<file path="config.mk">
export PLATFORM = sky130hd
export DESIGN_NAME = rtt_timer_top
export DESIGN_NICKNAME = d
export VERILOG_FILES = /design/src/rtl/rtt_pkg.sv /design/src/rtl/rtt_prescaler.sv /design/src/rtl/rtt_counter.sv /design/src/rtl/rtt_flags.sv /design/src/rtl/rtt_timer_top.sv
export SDC_FILE = /design/constraint.sdc
export NUM_CORES = 1
export LEC_CHECK = 0
export BUFFER_PORTS_ARGS = -buffer_cell sky130_fd_sc_hd__buf_2
export CORE_MARGIN = 10
export CORE_UTILIZATION = 55
export CTS_BUF_LIST = sky130_fd_sc_hd__clkbuf_8
export DETAILED_ROUTE_END_ITERATION = 8
export GPL_TIMING_DRIVEN = 0
export HOLD_SLACK_MARGIN = 0.12
export PLACE_DENSITY_LB_ADDON = 0.05
export REMOVE_ABC_BUFFERS = 1
export SYNTH_ARGS = -nofsm -noshare
export SYNTH_HDL_FRONTEND = slang
export SYNTH_SLANG_ARGS = --single-unit
</file>
<file path="constraint.sdc">
create_clock -name clk -period 5.5 [get_ports clk]
set_input_delay 0.825 -clock clk [delete_from_list [all_inputs] [get_ports clk]]
set_output_delay 0.825 -clock clk [all_outputs]
set_load 0.005 [all_outputs]
</file>
<file path="src/rtl/rtt_pkg.sv">
package rtt_pkg;
  localparam int DW = 8;
  localparam int AW = 8;
  localparam int NFLAG = 2;

  // mode register bit positions
  localparam int MODE_LOAD = 7;
  localparam int MODE_RUN  = 6;
  localparam int MODE_CIE  = 3;
  localparam int MODE_OIE  = 2;

  // status register bit positions (also flag vector index)
  localparam int FLAG_CMP = 1;
  localparam int FLAG_OVF = 0;

  typedef logic [DW-1:0] byte_t;

  function automatic logic at_top(input byte_t cur);
    return cur == {DW{1'b1}};
  endfunction

  function automatic byte_t step_count(input byte_t cur, input byte_t rel);
    return at_top(cur) ? rel : cur + DW'(1);
  endfunction

  function automatic byte_t pack_mode(input logic run, input logic cie, input logic oie);
    byte_t v;
    v = '0;
    v[MODE_RUN] = run;
    v[MODE_CIE] = cie;
    v[MODE_OIE] = oie;
    return v;
  endfunction

  function automatic byte_t pack_status(input logic [NFLAG-1:0] f);
    byte_t v;
    v = '0;
    v[NFLAG-1:0] = f;
    return v;
  endfunction
endpackage

</file>
<file path="src/rtl/rtt_prescaler.sv">
module rtt_prescaler #(
  parameter int DIV = 4
) (
  input  logic clk,
  input  logic rst_n,
  input  logic run,
  input  logic clear,
  output logic tick
);
  localparam int PW = (DIV > 1) ? $clog2(DIV) : 1;
  localparam logic [PW-1:0] LAST = PW'(DIV - 1);

  logic [PW-1:0] psc_q;

  assign tick = run && (psc_q == LAST);

  always_ff @(posedge clk or negedge rst_n) begin
    if (!rst_n)      psc_q <= '0;
    else if (clear)  psc_q <= '0;
    else if (run)    psc_q <= tick ? '0 : psc_q + PW'(1);
  end


  psc_wrap_chk: assert property (@(posedge clk) disable iff (!rst_n)
    tick |=> (psc_q == '0));


  psc_freeze_chk: assert property (@(posedge clk) disable iff (!rst_n)
    (!run && !clear) |=> $stable(psc_q));
endmodule

</file>
<file path="src/rtl/rtt_counter.sv">
module rtt_counter import rtt_pkg::*; (
  input  logic  clk,
  input  logic  rst_n,
  input  logic  tick,
  input  logic  load,
  input  byte_t reload,
  input  byte_t compare,
  output logic  ovf_evt,
  output logic  cmp_evt
);
  byte_t cnt_q;
  byte_t cnt_nxt;
  logic  step;

  assign step    = tick && !load;
  assign cnt_nxt = step_count(cnt_q, reload);
  assign ovf_evt = step && at_top(cnt_q);
  assign cmp_evt = step && (cnt_nxt == compare);

  always_ff @(posedge clk or negedge rst_n) begin
    if (!rst_n)     cnt_q <= '0;
    else if (load)  cnt_q <= reload;
    else if (step)  cnt_q <= cnt_nxt;
  end


  cnt_load_chk: assert property (@(posedge clk) disable iff (!rst_n)
    load |=> (cnt_q == $past(reload)));


  cnt_reload_chk: assert property (@(posedge clk) disable iff (!rst_n)
    ovf_evt |=> (cnt_q == $past(reload)));


  cnt_match_chk: assert property (@(posedge clk) disable iff (!rst_n)
    cmp_evt |=> (cnt_q == $past(compare)));


  cnt_hold_chk: assert property (@(posedge clk) disable iff (!rst_n)
    (!tick && !load) |=> $stable(cnt_q));
endmodule

</file>
<file path="src/rtl/rtt_flags.sv">
module rtt_flags import rtt_pkg::*; (
  input  logic             clk,
  input  logic             rst_n,
  input  logic [NFLAG-1:0] evt,
  input  logic             wr,
  input  logic [NFLAG-1:0] wbits,
  output logic [NFLAG-1:0] flag
);
  for (genvar i = 0; i < NFLAG; i++) begin : g_flag
    always_ff @(posedge clk or negedge rst_n) begin
      if (!rst_n)                 flag[i] <= 1'b0;
      else if (evt[i])            flag[i] <= 1'b1;
      else if (wr && !wbits[i])   flag[i] <= 1'b0;
    end


    flag_set_wins_chk: assert property (@(posedge clk) disable iff (!rst_n)
      evt[i] |=> flag[i]);


    flag_clear_chk: assert property (@(posedge clk) disable iff (!rst_n)
      (wr && !wbits[i] && !evt[i]) |=> !flag[i]);


    flag_keep_chk: assert property (@(posedge clk) disable iff (!rst_n)
      (!evt[i] && !(wr && !wbits[i])) |=> $stable(flag[i]));
  end
endmodule

</file>
<file path="src/rtl/rtt_timer_top.sv">
module rtt_timer_top import rtt_pkg::*; #(
  parameter int          PSC_DIV     = 4,
  parameter logic [7:0]  ADDR_MODE   = 8'hE5,
  parameter logic [7:0]  ADDR_STATUS = 8'hE6,
  parameter logic [7:0]  ADDR_RELOAD = 8'hE7,
  parameter logic [7:0]  ADDR_CMP    = 8'hE8
) (
  input  logic       clk,
  input  logic       rst_n,
  input  logic [7:0] bus_addr,
  input  logic       bus_wr,
  input  logic [7:0] bus_wdata,
  output logic [7:0] bus_rdata,
  output logic       irq_o
);
  logic run_q, cie_q, oie_q;
  byte_t reload_q, cmp_q;
  logic wr_mode, wr_status, wr_reload, wr_cmp;
  logic load_cmd, tick, ovf_evt, cmp_evt;
  logic [NFLAG-1:0] evt, flag;

  assign wr_mode   = bus_wr && (bus_addr == ADDR_MODE);
  assign wr_status = bus_wr && (bus_addr == ADDR_STATUS);
  assign wr_reload = bus_wr && (bus_addr == ADDR_RELOAD);
  assign wr_cmp    = bus_wr && (bus_addr == ADDR_CMP);
  assign load_cmd  = wr_mode && bus_wdata[MODE_LOAD];

  always_ff @(posedge clk or negedge rst_n) begin
    if (!rst_n) begin
      run_q <= 1'b0;
      cie_q <= 1'b0;
      oie_q <= 1'b0;
    end else if (wr_mode) begin
      run_q <= bus_wdata[MODE_RUN];
      cie_q <= bus_wdata[MODE_CIE];
      oie_q <= bus_wdata[MODE_OIE];
    end
  end

  always_ff @(posedge clk or negedge rst_n) begin
    if (!rst_n) begin
      reload_q <= '0;
      cmp_q    <= '0;
    end else begin
      if (wr_reload) reload_q <= bus_wdata;
      if (wr_cmp)    cmp_q    <= bus_wdata;
    end
  end

  rtt_prescaler #(.DIV(PSC_DIV)) u_psc (
    .clk   (clk),
    .rst_n (rst_n),
    .run   (run_q),
    .clear (load_cmd),
    .tick  (tick)
  );

  rtt_counter u_cnt (
    .clk     (clk),
    .rst_n   (rst_n),
    .tick    (tick),
    .load    (load_cmd),
    .reload  (reload_q),
    .compare (cmp_q),
    .ovf_evt (ovf_evt),
    .cmp_evt (cmp_evt)
  );

  always_comb begin
    evt = '0;
    evt[FLAG_CMP] = cmp_evt;
    evt[FLAG_OVF] = ovf_evt;
  end

  rtt_flags u_flags (
    .clk   (clk),
    .rst_n (rst_n),
    .evt   (evt),
    .wr    (wr_status),
    .wbits (bus_wdata[NFLAG-1:0]),
    .flag  (flag)
  );

  assign irq_o = (flag[FLAG_CMP] && cie_q) || (flag[FLAG_OVF] && oie_q);

  always_comb begin
    if (bus_addr == ADDR_MODE)        bus_rdata = pack_mode(run_q, cie_q, oie_q);
    else if (bus_addr == ADDR_STATUS) bus_rdata = pack_status(flag);
    else if (bus_addr == ADDR_RELOAD) bus_rdata = reload_q;
    else if (bus_addr == ADDR_CMP)    bus_rdata = cmp_q;
    else                              bus_rdata = '0;
  end


  irq_masked_chk: assert property (@(posedge clk) disable iff (!rst_n)
    (!cie_q && !oie_q) |-> !irq_o);


  no_tick_stopped_chk: assert property (@(posedge clk) disable iff (!rst_n)
    !run_q |-> !tick);


  ovf_sets_flag_chk: assert property (@(posedge clk) disable iff (!rst_n)
    ovf_evt |=> flag[FLAG_OVF]);
endmodule

</file>
==> results.py, run 1 <==
metrics = {
    "run_status": {
        "status": "finished clean",
    },
    "cells_and_area": {
        "antenna_cells": 0,
        "multiInputGateArea_um2": 1160,
        "syn_to_final_growth_pct": 10.9,
        "layout_common_cells": "dfrtp_1 (31), buf_2 (27), nand2_1 (15)",
        "fillers": 338,
        "final_nets": 247,
        "seqCellArea_um2": 776,
        "layout_commonest_cell": "dfrtp_1",
        "drive_above_1_share_pct": 26.0,
        "final_cells": 275,
    },
    "grt": {
        "gr-total-overflow": 0,
        "use_met2_pct": 26.1,
        "met1_usage_pct": 22.6,
        "met3_usage_pct": 4.42,
        "antenna_found_initial": 0,
        "grt-busiest-layer": "met2",
        "grt.total_usage_pct": 17.2,
        "grt_pass1_vias": 1720,
        "grt_max_degree": 32,
        "grt_pass1_wl_um": 8720,
    },
    "drt": {
        "routed_via_density": 6.35,
        "vias": 1745,
        "drt_iter0_drc": 210,
        "postRouteAntennaNets": 0,
        "post_drt_wl_per_cell_um": 19.3,
        "drc_errors": 0,
        "drt_pass1_iterations": 4,
        "drt-total-wl_um": 5320,
    },
    "sta": {
        "holdWs_ns": 0.542,
        "slew_violations": 0,
        "maxSlewHeadroom_pct": 36.1,
        "hold_viol": 0,
        "setup_viol": 0,
        "worst_pin_slew_ns": 0.953,
        "fin_crit_sh_pct": 54.2,
        "layout_min_cycle_time_ns": 2.98,
        "fin_skew_ns": 0.00847,
        "timing.final.ws_setup_ns": 2.52,
        "rsz0062_at_grt": "no",
        "max_freq_ghz": 0.335,
        "setup_tns_ns": 0,
    },
    "pwr": {
        "power_leakage_uw": 0.00105,
        "p_total_uw": 727,
        "peakVddDrop_v": 0.000170,
        "powerDensity_nw_per_um2": 319,
    },
    "clocking": {
        "cts_made_buffers": 5,
        "root_buffer": "clkbuf_8",
        "cts_max_level": 2,
        "cts_setup_buffers": 0,
        "clockBufferDepth": 2,
        "ctsHoldBuffers": 0,
        "cts_resized": 0,
        "insertion_delay_ns": 0.29,
        "clk_pin_slew_ns": 0.07,
        "clkSinkCount": 31,
        "cts_tree": "done",
    },
    "setup_path": {
        "crit_path_max_fanout": 7,
        "worst_ep_required_time_ns": 4.68,
        "cp-start-kind": "primary input",
        "criticalPathCategory": "primary input to output pin",
        "critPathCaptureType": "output pin",
        "worstPathArrival_ns": 2.16,
    },
    "synth": {
        "async_reset_ff_share_pct": 100,
        "synth_seq_area_share_pct": 37.8,
        "postSynthAreaPerCell_um2": 10.0,
        "yosys_register_bits": 31,
        "synth-edff-count": 0,
        "syn_inst": 205,
        "syn-cell-area_um2": 2050,
        "synth_cell_types": 56,
        "yosysWarningCount": 0,
        "synth_ff_type": "dfrtp_1",
    },
    "placement": {
        "placed_cells": 267,
        "post-place-ws_ns": 2.53,
        "dp_hpwl_um": 3970,
        "place_congestion": 0.917,
        "io_buffers": 27,
    },
    "floorplan": {
        "coreArea_um2": 3630,
        "fp.dieH_um": 81.1,
        "die-area_um2": 6570,
        "pin_count": 28,
        "rows": 22,
        "dieWidth_um": 81.1,
        "start_util_pct": 56.5,
    },
    "worst_hold_path": {
        "hp-class": "register to register",
    },
    "job": {
        "max_cap_violations": 0,
    },
}
==> flip-flops by register name, summed over array words and instances, names as in the netlist <==
register      cells
cie_q             1
cmp_q             8
u_psc.psc_q       2
u_flags.flag      2
run_q             1
reload_q          8
oie_q             1
u_cnt.cnt_q       8
==> worst max-delay path: stages <==
cell	delay (ns)
buf_2	0.09
nand4b_4	0.21
nor3b_2	0.27
and3_1	0.40
a222oi_1	0.17
inv_1	0.08
buf_2	0.11
==> synthesized netlist by cell type, types with 4 or more instances <==
cell / count / area share [%]
a21oi_1: 12 / 2.9
a22o_1: 5 / 2.1
buf_2: 5 / 1.2
buf_4: 7 / 2.6
dfrtp_1: 31 / 38
inv_1: 7 / 1.3
mux2_1: 7 / 3.8
mux2_2: 12 / 6.6
nand2_1: 15 / 2.7
nand2b_1: 4 / 1.2
nand3_1: 5 / 1.2
nor2_1: 7 / 1.3
nor3_1: 5 / 1.2
o21ai_0: 9 / 2.2
o22ai_1: 6 / 1.8
==> final timing paths <==
check | slack, ns | depth (start not counted) | endpoint | from
setup / recovery | 2.52 | 7 | bus_rdata[2] | bus_addr[4]
hold / removal | 0.54 | 1 | cmp_q[7]$_DFFE_PN0P_ | cmp_q[7]$_DFFE_PN0P_
setup reg to reg | 2.99 | 6 | u_flags.flag[1]$_DFFE_PN0P_ | u_cnt.cnt_q[0]$_DFFE_PN0P_
hold reg to reg | 0.54 | 1 | cmp_q[7]$_DFFE_PN0P_ | cmp_q[7]$_DFFE_PN0P_
max in group asynchronous | 4.47 | 1 | u_cnt.cnt_q[0]$_DFFE_PN0P_ | rst_n
min in group asynchronous | 0.58 | 1 | u_cnt.cnt_q[3]$_DFFE_PN0P_ | rst_n
==> stage by stage <==
stage | util (%) | cell area, um2
3_3_place_gp | 59.4 | 2160
3_5_place_dp | 59.4 | 2160
6_report | 62.6 | 2280
5_1_grt | 62.6 | 2280
2_1_floorplan | - | 1960
4_1_cts | 62.6 | 2280
==> kinds of logic after synthesis <==
| group | Yosys count | synth area share (%) |
|---|---|---|
| adders and majority gates | 2 | 1.22 |
| muxes | 22 | 11.9 |
| and+or+nand+nor | 66 | 20.7 |
| xor gates and xnor gates | 5 | 2.13 |
| AOI/OAI and AO/OA | 59 | 20.7 |
| buffers and inverters | 20 | 5.61 |
| DFF | 31 | 37.8 |
==> cell type report <==
cell class | instances | share of cell area (%)
Timing Repair Buffer | 27 | 5.94
Sequential cell | 31 | 34.1
Clock inverter | 2 | 1.54
Multi-Input combinational cell | 154 | 51.0
Tap cell | 48 | 2.64
Clock buffer | 6 | 3.63
Inverter | 7 | 1.15
==> routing by layer <==
layer  up-vias  wire [um]
met5         -          0
met4         0         91
met3        11        369
met2        63       2500
met1       839       2350
li1        832          -
==> power by group <==
group	internal (uW)	switching, uW
Combinational	86.6	97.3
Clock	147	91.4
Sequential	257	47.7
Total	490	236
No activity file was read; power rests on OpenSTA's default activity.
==> run 2: changes to the inputs <==
Settings changed: ABC_AREA set to 1.
Clock period 5.5 ns to 2.9 ns, I/O delays scaled along.
==> results.py, run 2 <==
metrics = {
    "grt": {
        "antenna_found_initial": 0,
        "gr-total-overflow": 0,
        "grt_pass1_wl_um": 7950,
        "grt.total_usage_pct": 15.8,
        "grt_max_degree": 32,
        "grt_pass1_vias": 1708,
    },
    "run_status": {
        "status": "finished clean",
    },
    "sta": {
        "rsz0062_at_grt": "no",
        "setup_tns_ns": 0,
        "worst_pin_slew_ns": 0.674,
        "max_freq_ghz": 0.481,
        "maxSlewHeadroom_pct": 55.1,
        "holdWs_ns": 0.189,
        "fin_skew_ns": 0.00263,
        "fin_crit_sh_pct": 71.6,
        "setup_viol": 0,
        "hold_viol": 0,
        "layout_min_cycle_time_ns": 2.08,
        "slew_violations": 0,
    },
    "setup_path": {
        "cp-start-kind": "primary input",
        "worstRegToRegCells": 13,
        "crit_path_max_fanout": 9,
        "r2r-start": "u_cnt.cnt_q[1]$_DFFE_PN0P_",
        "criticalPathCategory": "primary input to output pin",
        "crit-reg2reg-capture": "u_flags.flag[1]$_DFFE_PN0P_",
        "worst_ep_required_time_ns": 2.47,
        "worstPathArrival_ns": 1.64,
        "r2r_slack_ns": 1.22,
        "critPathCaptureType": "output pin",
    },
    "synth": {
        "synthTopCellsByCount": "nand2_1 (80), inv_1 (32), dfrtp_1 (31)",
        "async_reset_ff_share_pct": 100,
        "synth-edff-count": 0,
        "postSynthAreaPerCell_um2": 7.47,
        "synth_cell_types": 29,
        "synth_area_leaders": "dfrtp_1 (40%), nand2_1 (16%), nand3_1 (6.2%)",
        "yosys_register_bits": 31,
        "yosysWarningCount": 0,
        "synth_seq_area_share_pct": 40.3,
        "post-synth-top-area-cell": "dfrtp_1",
        "syn-cell-area_um2": 1930,
        "syn_inst": 258,
        "synth_top_area_share_pct": 40.3,
        "yosysMostFrequentCell": "nand2_1",
        "synth_ff_type": "dfrtp_1",
    },
    "clocking": {
        "cts_tree": "done",
        "ctsHoldBuffers": 0,
        "cts_setup_buffers": 0,
        "clockBufferDepth": 2,
        "root_buffer": "clkbuf_8",
        "cts_made_buffers": 5,
        "cts_resized": 0,
        "clkSinkCount": 31,
        "clk_pin_slew_ns": 0.06,
        "insertion_delay_ns": 0.28,
        "cts_max_level": 2,
    },
    "cells_and_area": {
        "final_nets": 310,
        "fillers": 345,
        "layout_commonest_cell": "nand2_1",
        "antenna_cells": 0,
        "top_regs": "cmp_q (8), reload_q (8), u_cnt.cnt_q (8)",
        "drive_above_1_share_pct": 20.0,
        "layout_common_cells": "nand2_1 (80), inv_1 (32), dfrtp_1 (31)",
        "design_area_um2": 2220,
        "final_cells": 336,
        "syn_to_final_growth_pct": 15.3,
    },
    "floorplan": {
        "start_util_pct": 57.3,
        "rows": 21,
        "fp.dieH_um": 79.2,
        "dieWidth_um": 79.2,
        "die-area_um2": 6270,
        "coreArea_um2": 3360,
        "pin_count": 28,
    },
    "pwr": {
        "p_int_uw": 801,
        "powerDensity_nw_per_um2": 481,
        "p_total_uw": 1070,
        "p_switching_uw": 268,
        "seqPwrFrac_pct": 46.4,
        "power_leakage_uw": 0.00122,
        "swShare_pct": 25.1,
        "comb_power_share_pct": 12.5,
        "peakVddDrop_v": 0.000313,
        "clkPwrFrac_pct": 41.1,
    },
    "drt": {
        "vias": 1767,
        "drt_pass1_iterations": 6,
        "drt_iter0_drc": 159,
        "drt-total-wl_um": 4540,
        "routed_via_density": 5.26,
        "drc_errors": 0,
        "post_drt_wl_per_cell_um": 13.5,
        "wl_met2_um": 2010,
        "route.met3.wl_um": 279,
        "postRouteAntennaNets": 0,
        "wl_met1_um": 2180,
        "routed.top_layer": "met4",
    },
    "worst_hold_path": {
        "hp-class": "primary input to asynchronous set/reset pin",
    },
    "placement": {
        "io_buffers": 27,
        "place_congestion": 0.865,
        "placed_cells": 328,
        "dp_hpwl_um": 3600,
        "place_area_um2": 2100,
    },
    "job": {
        "max_cap_violations": 0,
    },
}
[run 2: changes by cell type after synthesis, moves of 9 or more]
| cell | before | now |
|---|---|---|
| a21oi_1 | 12 | 3 |
| inv_1 | 7 | 32 |
| mux2_2 | 12 | 2 |
| nand3_1 | 5 | 24 |
| o21ai_0 | 9 | 22 |
| nand2_1 | 15 | 80 |
[run 2: stage by stage]
stage / worst slack [ns] / utilization, %
after floorplan: 1.19 / -
after global placement: 0.805 / 62.6
after detailed placement: 0.820 / 62.6
after CTS: 0.811 / 66.1
after global routing: 0.663 / 66.1
final: 0.822 / 66.1
[run 2: final cells by class]
class,instances,area (um2),share of cell area [%]
clock inverter,2,35.0,1.58
timing repair buffer,27,135,6.08
sequential,31,776,34.9
tap,46,57.6,2.59
clock buffer,6,82.6,3.72
multi-input combinational,187,992,44.7
inverter,37,144,6.48
[run 2: kinds of logic (layout without fill, tap and decap cells)]
group	count (synthesis)	after routing	synth area share, %
AO/OA/AOI/OAI	41	41	12.9
flip-flops	31	31	40.3
buffers and inverters	40	72	8.25
AND/OR/NAND/NOR	139	139	34.8
multiplexers	2	2	1.17
XOR/XNOR	3	3	1.36
adder cells (fa/ha/maj)	2	2	1.30
[run 2: power groups by stage]
stage	Clock, uW	Combinational, uW	Sequential, uW
floorplan	0	92.9	496
global placement	0	132	502
detailed placement	0	135	503
CTS	447	136	496
global route	466	160	501
finish	439	134	496
[run 2: how the worst max path moves through the flow]
stage	from	endpoint	slack, ns
after floorplan	bus_addr[4]	bus_rdata[2]	1.19
after global placement	bus_addr[4]	bus_rdata[2]	0.80
after detailed placement	bus_addr[4]	bus_rdata[2]	0.82
after CTS	bus_addr[4]	bus_rdata[2]	0.81
after global routing	bus_addr[4]	bus_rdata[2]	0.66
final	bus_addr[4]	bus_rdata[2]	0.82
[run 2: per-layer routing]
metal	global-route usage [%]	up-vias
li1	-	917
met1	20.2	793
met2	24.3	49
met3	4.84	8
met4	6.09	0
met5	0	-
[run 2: worst max-delay path, cell delays in order]
cell and delay [ns]:
buf_2 0.09, inv_1 0.04, nand2_1 0.09, nor2_4 0.16, nand4_2 0.25, o21ai_0 0.24, o2111ai_1 0.11, o21ai_0 0.08
buf_2 0.14
